===== config.mk =====
export PLATFORM = sky130hd
export DESIGN_NAME = pulse_skip_gen
export DESIGN_NICKNAME = d
export VERILOG_FILES = /design/src/rtl/pulse_skip_pkg.sv /design/src/rtl/pulse_skip_regs.sv /design/src/rtl/pulse_skip_engine.sv /design/src/rtl/pulse_skip_gen.sv
export SDC_FILE = /design/constraint.sdc
export NUM_CORES = 1
export LEC_CHECK = 0
export BUFFER_PORTS_ARGS = -buffer_cell sky130_fd_sc_hd__buf_2
export CORE_ASPECT_RATIO = 0.5
export CORE_UTILIZATION = 55
export DETAILED_ROUTE_END_ITERATION = 12
export PLACE_DENSITY = 0.82
export SLEW_MARGIN = 20
export SYNTH_ARGS = -nofsm -noshare
export SYNTH_HDL_FRONTEND = slang
export SYNTH_HIERARCHICAL = 1
export SYNTH_SLANG_ARGS = --single-unit

===== constraint.sdc =====
create_clock -name clk -period 2.25 [get_ports clk]
set_input_delay 0.45 -clock clk [delete_from_list [all_inputs] [get_ports clk]]
set_output_delay 0.45 -clock clk [all_outputs]
set_load 0.05 [all_outputs]

===== src/rtl/pulse_skip_pkg.sv =====
// Package: shared constants for the N/32 pulse skipper.
// Assumes word-addressed registers on a single-port interface.
package pulse_skip_pkg;
    localparam int unsigned PS_DATA_W     = 32;
    localparam int unsigned PS_ADDR_W     = 2;
    localparam int unsigned PS_FRAME_LOG2 = 5;
    localparam int unsigned PS_FIELD_LSB  = 8;
    localparam int unsigned PS_REQ_BIT    = 31;
    localparam logic [PS_ADDR_W-1:0] PS_ADDR_CTRL = 2'd0;
    localparam logic [PS_ADDR_W-1:0] PS_ADDR_REQ  = 2'd1;
endpackage


===== src/rtl/pulse_skip_regs.sv =====
// Register file for the pulse skipper: control word with ratio field and
// self-clearing update request. Assumes `applied` is a one-cycle pulse
// from the frame engine issued only while the request is pending.
module pulse_skip_regs
    import pulse_skip_pkg::*;
#(
    parameter int unsigned DATA_W     = PS_DATA_W,
    parameter int unsigned ADDR_W     = PS_ADDR_W,
    parameter int unsigned FIELD_W    = PS_FRAME_LOG2,
    parameter int unsigned FIELD_LSB  = PS_FIELD_LSB,
    parameter int unsigned REQ_BIT    = PS_REQ_BIT
) (
    input  logic              clk,
    input  logic              rst_n,
    input  logic              reg_we,
    input  logic [ADDR_W-1:0] reg_addr,
    input  logic [DATA_W-1:0] reg_wdata,
    input  logic              applied,
    output logic [DATA_W-1:0] reg_rdata,
    output logic [FIELD_W-1:0] ratio_field,
    output logic              req_q
);
    localparam int unsigned FIELD_MSB = FIELD_LSB + FIELD_W - 1;

    logic [DATA_W-1:0] ctrl_q;
    logic [DATA_W-1:0] ctrl_wr;

    // Merge a write: the ratio field is frozen while a request is pending.
    always_comb begin
        ctrl_wr = reg_wdata;
        if (req_q) begin
            ctrl_wr[FIELD_MSB:FIELD_LSB] = ctrl_q[FIELD_MSB:FIELD_LSB];
        end
    end

    // Control register storage.
    always_ff @(posedge clk) begin
        if (!rst_n) begin
            ctrl_q <= '0;
        end else if (reg_we && reg_addr == ADDR_W'(PS_ADDR_CTRL)) begin
            ctrl_q <= ctrl_wr;
        end
    end

    // Update request: set by software, cleared by the frame engine.
    always_ff @(posedge clk) begin
        if (!rst_n) begin
            req_q <= 1'b0;
        end else if (applied) begin
            req_q <= 1'b0;
        end else if (reg_we && reg_addr == ADDR_W'(PS_ADDR_REQ) && reg_wdata[REQ_BIT]) begin
            req_q <= 1'b1;
        end
    end

    // Read mux.
    always_comb begin
        reg_rdata = '0;
        if (reg_addr == ADDR_W'(PS_ADDR_CTRL)) begin
            reg_rdata = ctrl_q;
        end else if (reg_addr == ADDR_W'(PS_ADDR_REQ)) begin
            reg_rdata[REQ_BIT] = req_q;
        end
    end

    assign ratio_field = ctrl_q[FIELD_MSB:FIELD_LSB];
endmodule


===== src/rtl/pulse_skip_engine.sv =====
// Frame engine: phase accumulator that keeps `mult` of every 2**FRAME_LOG2
// cycles, plus a frame counter that commits a pending ratio at the frame
// boundary. Assumes the ratio field is stable while `req` is high.
module pulse_skip_engine
    import pulse_skip_pkg::*;
#(
    parameter int unsigned FRAME_LOG2 = PS_FRAME_LOG2
) (
    input  logic                  clk,
    input  logic                  rst_n,
    input  logic                  req,
    input  logic [FRAME_LOG2-1:0] ratio_field,
    output logic                  applied,
    output logic [FRAME_LOG2:0]   active_mult,
    output logic [FRAME_LOG2-1:0] frame_pos,
    output logic                  clk_keep
);
    localparam int unsigned MULT_W = FRAME_LOG2 + 1;
    localparam logic [MULT_W-1:0] FRAME = MULT_W'(1) << FRAME_LOG2;
    localparam logic [FRAME_LOG2-1:0] LAST_POS = '1;

    logic [FRAME_LOG2-1:0] phase_q;
    logic [MULT_W-1:0]     phase_sum;
    logic [MULT_W-1:0]     next_mult;
    logic                  at_boundary;

    assign phase_sum   = {1'b0, phase_q} + active_mult;
    assign next_mult   = FRAME - {1'b0, ratio_field};
    assign at_boundary = (frame_pos == LAST_POS);

    // Frame position counter.
    always_ff @(posedge clk) begin
        if (!rst_n) frame_pos <= '0;
        else        frame_pos <= frame_pos + 1'b1;
    end

    // Phase accumulator and registered keep enable (carry out = keep).
    always_ff @(posedge clk) begin
        if (!rst_n) begin
            phase_q  <= '0;
            clk_keep <= 1'b1;
        end else begin
            phase_q  <= phase_sum[FRAME_LOG2-1:0];
            clk_keep <= phase_sum[FRAME_LOG2];
        end
    end

    // Commit a pending ratio at the end of a frame; flag it one cycle later.
    always_ff @(posedge clk) begin
        if (!rst_n) begin
            active_mult <= FRAME;
            applied     <= 1'b0;
        end else begin
            applied <= 1'b0;
            if (req && at_boundary && !applied) begin
                active_mult <= next_mult;
                applied     <= 1'b1;
            end
        end
    end
endmodule


===== src/rtl/pulse_skip_gen.sv =====
// Top of the N/32 pulse skipper: register file plus frame engine.
// Assumes a single parent clock domain and synchronous active-low reset.
module pulse_skip_gen
    import pulse_skip_pkg::*;
#(
    parameter int unsigned DATA_W     = PS_DATA_W,
    parameter int unsigned ADDR_W     = PS_ADDR_W,
    parameter int unsigned FRAME_LOG2 = PS_FRAME_LOG2,
    parameter int unsigned FIELD_LSB  = PS_FIELD_LSB,
    parameter int unsigned REQ_BIT    = PS_REQ_BIT
) (
    input  logic              clk,
    input  logic              rst_n,
    input  logic              reg_we,
    input  logic [ADDR_W-1:0] reg_addr,
    input  logic [DATA_W-1:0] reg_wdata,
    output logic [DATA_W-1:0] reg_rdata,
    output logic              clk_keep
);
    logic [FRAME_LOG2-1:0] ratio_field;
    logic                  req_q;
    logic                  applied;
    logic [FRAME_LOG2:0]   active_mult;
    logic [FRAME_LOG2-1:0] frame_pos;

    pulse_skip_regs #(
        .DATA_W(DATA_W), .ADDR_W(ADDR_W), .FIELD_W(FRAME_LOG2),
        .FIELD_LSB(FIELD_LSB), .REQ_BIT(REQ_BIT)
    ) u_regs (
        .clk(clk), .rst_n(rst_n), .reg_we(reg_we), .reg_addr(reg_addr),
        .reg_wdata(reg_wdata), .applied(applied), .reg_rdata(reg_rdata),
        .ratio_field(ratio_field), .req_q(req_q)
    );

    pulse_skip_engine #(
        .FRAME_LOG2(FRAME_LOG2)
    ) u_engine (
        .clk(clk), .rst_n(rst_n), .req(req_q), .ratio_field(ratio_field),
        .applied(applied), .active_mult(active_mult), .frame_pos(frame_pos),
        .clk_keep(clk_keep)
    );
endmodule


==> impl_metrics.csv, run 1 <==
group,metric,value,unit
sta,finalWorstSetupSlack,401,ps
power_and_ir_drop,power.leakage,1.37,nW
clocking,clkTransAtPathRegs,90,ps
clocking,numCtsBuffers,5,
routing,first_pass_iters,4,
sta,fin_tns_setup,0,ps
place,preCtsSetupSlack,416,ps
finish,final_common_cell,"nand2_1",
clocking,cts_sinks,51,
setup_path,critPathLaunchType,"input pin",
synthesis,ys.flop_type,"dfxtp_1",
global_routing,grt_usage,20.9,%
setup_path,worstSetupEndpointType,"output port",
synthesis,synthTopCellsByArea,"dfxtp_1, mux2i_1, nand2_1",
setup_path,path_class,"in2out",
synthesis,synthArstFlopShare,0,%
place,place_area,2810,µm²
sta,holdWs,386,ps
global_routing,grt_pass1_vias,1884,
die,boundaryPins,70,
die,die_area,4820,µm²
power_and_ir_drop,peakVddDrop,0.000251,V
clocking,cts_buffer_depth,2,
place,portBuffers,69,
die,die_w,97.2,µm
clocking,cts_setup_buffers,0,
finish,drive_above_1_share,25.0,%
routing,ant_nets,0,
synthesis,synth_edf_count,0,
global_routing,grt_pass1_wl,8.20,mm
finish,final_core_util,70.1,%
die,start_util,60.4,%
global_routing,antenna_found_initial,0,
sta,worstMarginPinSlew,505,ps
place,dpl.cell_count,382,
setup_path,cp_data_arrival_time,1400,ps
sta,fin_crit,1850,ps
power_and_ir_drop,power_density,566,nW/µm²
die,fp-row-count,16,
clocking,clock_latency,300,ps
clocking,htreeDepth,2,
finish,syn_to_final_growth,16.0,%
die,core_area,4120,µm²
synthesis,syn_area_per_cell,9.05,µm²
finish,diodes,0,
routing,routed_via_density,5.01,
power_and_ir_drop,post-layout-total-power,1.64,mW
synthesis,synth_fp_nets,321,
synthesis,yosys.area.top_type,"dfxtp_1",
routing,drt_iter0_markers,61,
sta,slew_headroom,66.2,%
synthesis,synth_warnings,6,
routing,drcViolationCount,0,
global_routing,overflow,0,
clocking,tritoncts,"done",
finish,final_nets,381,
synthesis,yosysUniqueCellTypes,37,
place,place.gp.congestion,0.729,
die,dieHeight,49.6,µm
routing,wl_per_cell,12.2,µm
sta,min_period_over_period,82.2,%
finish,layout_common_cells,"nand2_1, buf_2, dfxtp_1",
clocking,cts_hold_buf,0,
sta,rsz0062_at_grt,"no",
flow_run,cap_violations,0,
setup_path,crit_path_max_fanout,18,
setup_path,required,1800,ps
sta,finalMaxSlewViolations,0,
sta,finalSetupViolations,0,
clocking,root_buffer,"clkbuf_8",
finish,fin_cells,390,
finish,postLayoutCellArea,2890,µm²
synthesis,synth_seq_area_share,41.0,%
synthesis,yosys.area.top_type_share,41.0,%
synthesis,syn_inst,275,
status,outcome,"completed",
global_routing,grt_start_max_net_pins,81,
synthesis,synth_area,2490,µm²
routing,totalWireLength,4.75,mm
sta,timing.fmax,0.541,GHz
hold_path,hold_class,"in2reg",
sta,skew,5.25,ps
synthesis,ys_ff_latch,51,
clocking,postCtsResizedCells,0,
routing,num_vias,1955,
sta,hold_viol_final,0,
place,post-dp-hpwl,3.29,mm
## state kept, by name, summed over array words and instances (netlist names)
signal,cells
u_engine/clk_keep,1
u_engine/applied,1
u_regs/ctrl_q,32
u_regs/req_q,1
u_engine/active_mult,6
u_engine/frame_pos,5
u_engine/phase_q,5
## final timing paths
kind,start,endpoint,slack (ps),cells past startpoint
max reg2reg,u_engine/active_mult[0]$_SDFFE_PN0P_,u_engine/phase_q[4]$_SDFF_PN0_,650,5
min reg2reg,u_regs/ctrl_q[16]$_SDFFE_PN0P_,u_regs/ctrl_q[16]$_SDFFE_PN0P_,460,2
min,reg_wdata[11],u_regs/ctrl_q[11]$_SDFFE_PN0P_,390,3
max,reg_addr[0],reg_rdata[20],400,5
## synth_stat cells (all sizes together), types with 3 or more instances
| library cell | n |
|---|---|
| nand2 | 74 |
| dfxtp | 51 |
| and2 | 38 |
| mux2i | 34 |
| buf | 13 |
| ha | 8 |
| clkbuf | 7 |
| inv | 5 |
| o21ai | 5 |
| a21oi | 4 |
| nand3 | 4 |
| xor2 | 4 |
| a21boi | 3 |
| nor4b | 3 |
## per-layer routing
metal	GRT usage (%)	vias up	wire length, µm
met4	5.22	0	13
met1	23.5	907	2180
li1	-	1014	-
met5	0	-	0
met2	39.2	32	2370
met3	6.24	2	192
## logic make-up after synthesis
family | synth area share [%]
AOI/OAI and AO/OA | 4.72
and+or+nand+nor | 27.0
DFF | 41.0
adders and majority gates | 4.82
xor gates and xnor gates | 2.11
muxes | 13.7
buffers and inverters | 6.63
## final cells by class
type / count / area (µm²)
multi-input cells: 199 / 1310
fillers: 334 / 1230
flip-flops and latches: 51 / 1020
repair buffers: 73 / 388
clock buffers: 5 / 68.8
well taps: 54 / 67.6
inverters: 5 / 18.8
clock inverters: 3 / 15.0
## worst max-delay path: stages
cell and delay [ps]:
buf_2 150, nor2_1 160, buf_4 220, and2_1 160, buf_2 260
## where the power goes
group | internal [mW] | leakage [nW] | switching (mW)
Clock | 0.214 | 0.0477 | 0.300
Combinational | 0.0760 | 0.908 | 0.104
Sequential | 0.927 | 0.414 | 0.0161
(Power assumes the default switching activity.)
==> run 2, diff against run 1 <==
CORE_UTILIZATION = 47   (was 55)
PLACE_DENSITY = 0.74   (was 0.82)
clock period = 1.5 ns   (was 2.25 ns; I/O delays follow)
==> impl_metrics.csv, run 2 (same netlist as run 1, synthesis figures left out) <==
group,metric,value,unit
die,core_area,5000,µm²
global_routing,grt_pass1_wl,7.87,mm
finish,diodes,0,
setup_path,required,1200,ps
finish,largest_register,"u_regs/ctrl_q",
die,boundaryPins,70,
sta,slew_headroom,76.4,%
finish,layout_common_cells,"nand2_1, buf_2, dfxtp_1",
setup_path,crit_path_max_fanout,18,
routing,routed_via_density,4.79,
routing,drcViolationCount,0,
die,die_area,5610,µm²
place,post-dp-hpwl,3.61,mm
clocking,htreeDepth,2,
finish,syn_to_final_growth,22.2,%
status,outcome,"completed",
power_and_ir_drop,netSwitchingPower,0.605,mW
global_routing,grt_usage,17.9,%
clocking,tritoncts,"done",
clocking,cts_sinks,51,
die,start_util,49.8,%
sta,skew,7.66,ps
setup_path,worstSetupEndpointType,"output port",
global_routing,grt_start_max_net_pins,40,
flow_run,cap_violations,0,
sta,rsz0062_at_grt,"yes",
sta,hold_viol_final,0,
routing,drt_iter0_markers,48,
power_and_ir_drop,p_clk_share,30.7,%
finish,final_nets,390,
place,portBuffers,69,
global_routing,grt_pass1_vias,1847,
sta,finalSetupViolations,0,
routing,totalWireLength,4.89,mm
setup_path,path_class,"in2out",
global_routing,overflow,0,
power_and_ir_drop,power.leakage,1.40,nW
sta,finalMaxSlewViolations,0,
power_and_ir_drop,p_sw_share,24.7,%
finish,largest_reg_flops,32,
routing,ant_nets,0,
die,dieHeight,53.5,µm
place,place_area,2890,µm²
sta,timing.fmax,0.680,GHz
setup_path,cp_data_arrival_time,1170,ps
routing,num_vias,1988,
power_and_ir_drop,peakVddDrop,0.000445,V
sta,worstMarginPinSlew,355,ps
finish,top_regs,"u_regs/ctrl_q: 32 flops, u_engine/active_mult: 6 flops",
power_and_ir_drop,pwr-share-seq,57.7,%
sta,fin_tns_setup,0,ps
routing,wl_per_cell,11.8,µm
place,place.gp.congestion,0.733,
clocking,clkTransAtPathRegs,90,ps
clocking,cts_hold_buf,0,
sta,fin_crit,1470,ps
sta,min_period_over_period,98.0,%
finish,final_common_cell,"nand2_1",
finish,final_core_util,60.9,%
power_and_ir_drop,combPwrFrac,11.6,%
global_routing,antenna_found_initial,0,
die,die_w,105,µm
power_and_ir_drop,power_density,806,nW/µm²
clocking,numCtsBuffers,5,
clocking,cts_buffer_depth,2,
power_and_ir_drop,p_int,1.85,mW
finish,postLayoutCellArea,3040,µm²
routing,first_pass_iters,4,
hold_path,hold_class,"in2reg",
die,fp-row-count,18,
clocking,root_buffer,"clkbuf_8",
setup_path,critPathLaunchType,"input pin",
finish,drive_above_1_share,28.7,%
clocking,clock_latency,300,ps
run 2: worst paths after layout:
path / from / endpoint / slack, ps / depth (start not counted)
worst max register to register: u_engine/frame_pos[0]$_SDFF_PN0_ / u_engine/active_mult[3]$_SDFFE_PN0P_ / 60 / 6
worst max-delay path: reg_addr[0] / reg_rdata[15] / 30 / 5
worst min-delay path: reg_wdata[12] / u_regs/ctrl_q[12]$_SDFFE_PN0P_ / 240 / 3
worst min register to register: u_regs/ctrl_q[18]$_SDFFE_PN0P_ / u_regs/ctrl_q[18]$_SDFFE_PN0P_ / 450 / 2
run 2: worst max-delay path, stage by stage:
cell	delay [ps]
buf_2	110
nor2_1	160
buf_4	230
and2_1	160
buf_4	200
run 2: metal layers:
layer,vias to the layer above,track usage (%),share of wire (%)
li1,1027,-,-
met1,928,20.6,45
met2,28,34.2,51
met3,5,4.19,3.3
met4,0,4.93,0.90
met5,-,0,0
run 2: per-stage QoR:
| step | hold slack, ps | instances | setup WS, ps | power [mW] |
|---|---|---|---|---|
| final | 236 | 415 | 29.4 | 2.45 |
| after global routing | 236 | 415 | -22.4 | 2.56 |
| after detailed placement | 447 | 406 | -35.8 | 1.73 |
| after global placement | 438 | 406 | 6.15 | 1.71 |
| after floorplan | 421 | 275 | 10.5 | 1.63 |
| after CTS | 225 | 414 | 3.96 | 2.48 |
run 2: area by class of cell:
class | instances | area (µm²)
clock buffer | 7 | 76.3
fill | 465 | 1960
clock inverter | 1 | 5.00
inverter | 5 | 18.8
sequential | 51 | 1020
multi-input combinational | 199 | 1320
timing repair buffer | 82 | 508
tap | 70 | 87.6
run 2: what timing repair did:
item | 4_1_cts | 5_1_grt
resized for setup | 20 | 9
buffers inserted | 0 | 1
gates cloned | 0 | 0
endpoints found under the setup margin | 20 | 15
run 2: power by group through the flow:
stage                     combinational [mW]  clock [mW]  sequential [mW]
after floorplan                        0.198           0             1.44
after global placement                 0.271           0             1.44
after detailed placement               0.282           0             1.45
after CTS                              0.287       0.779             1.41
after global routing                   0.315       0.828             1.42
final                                  0.285       0.752             1.41
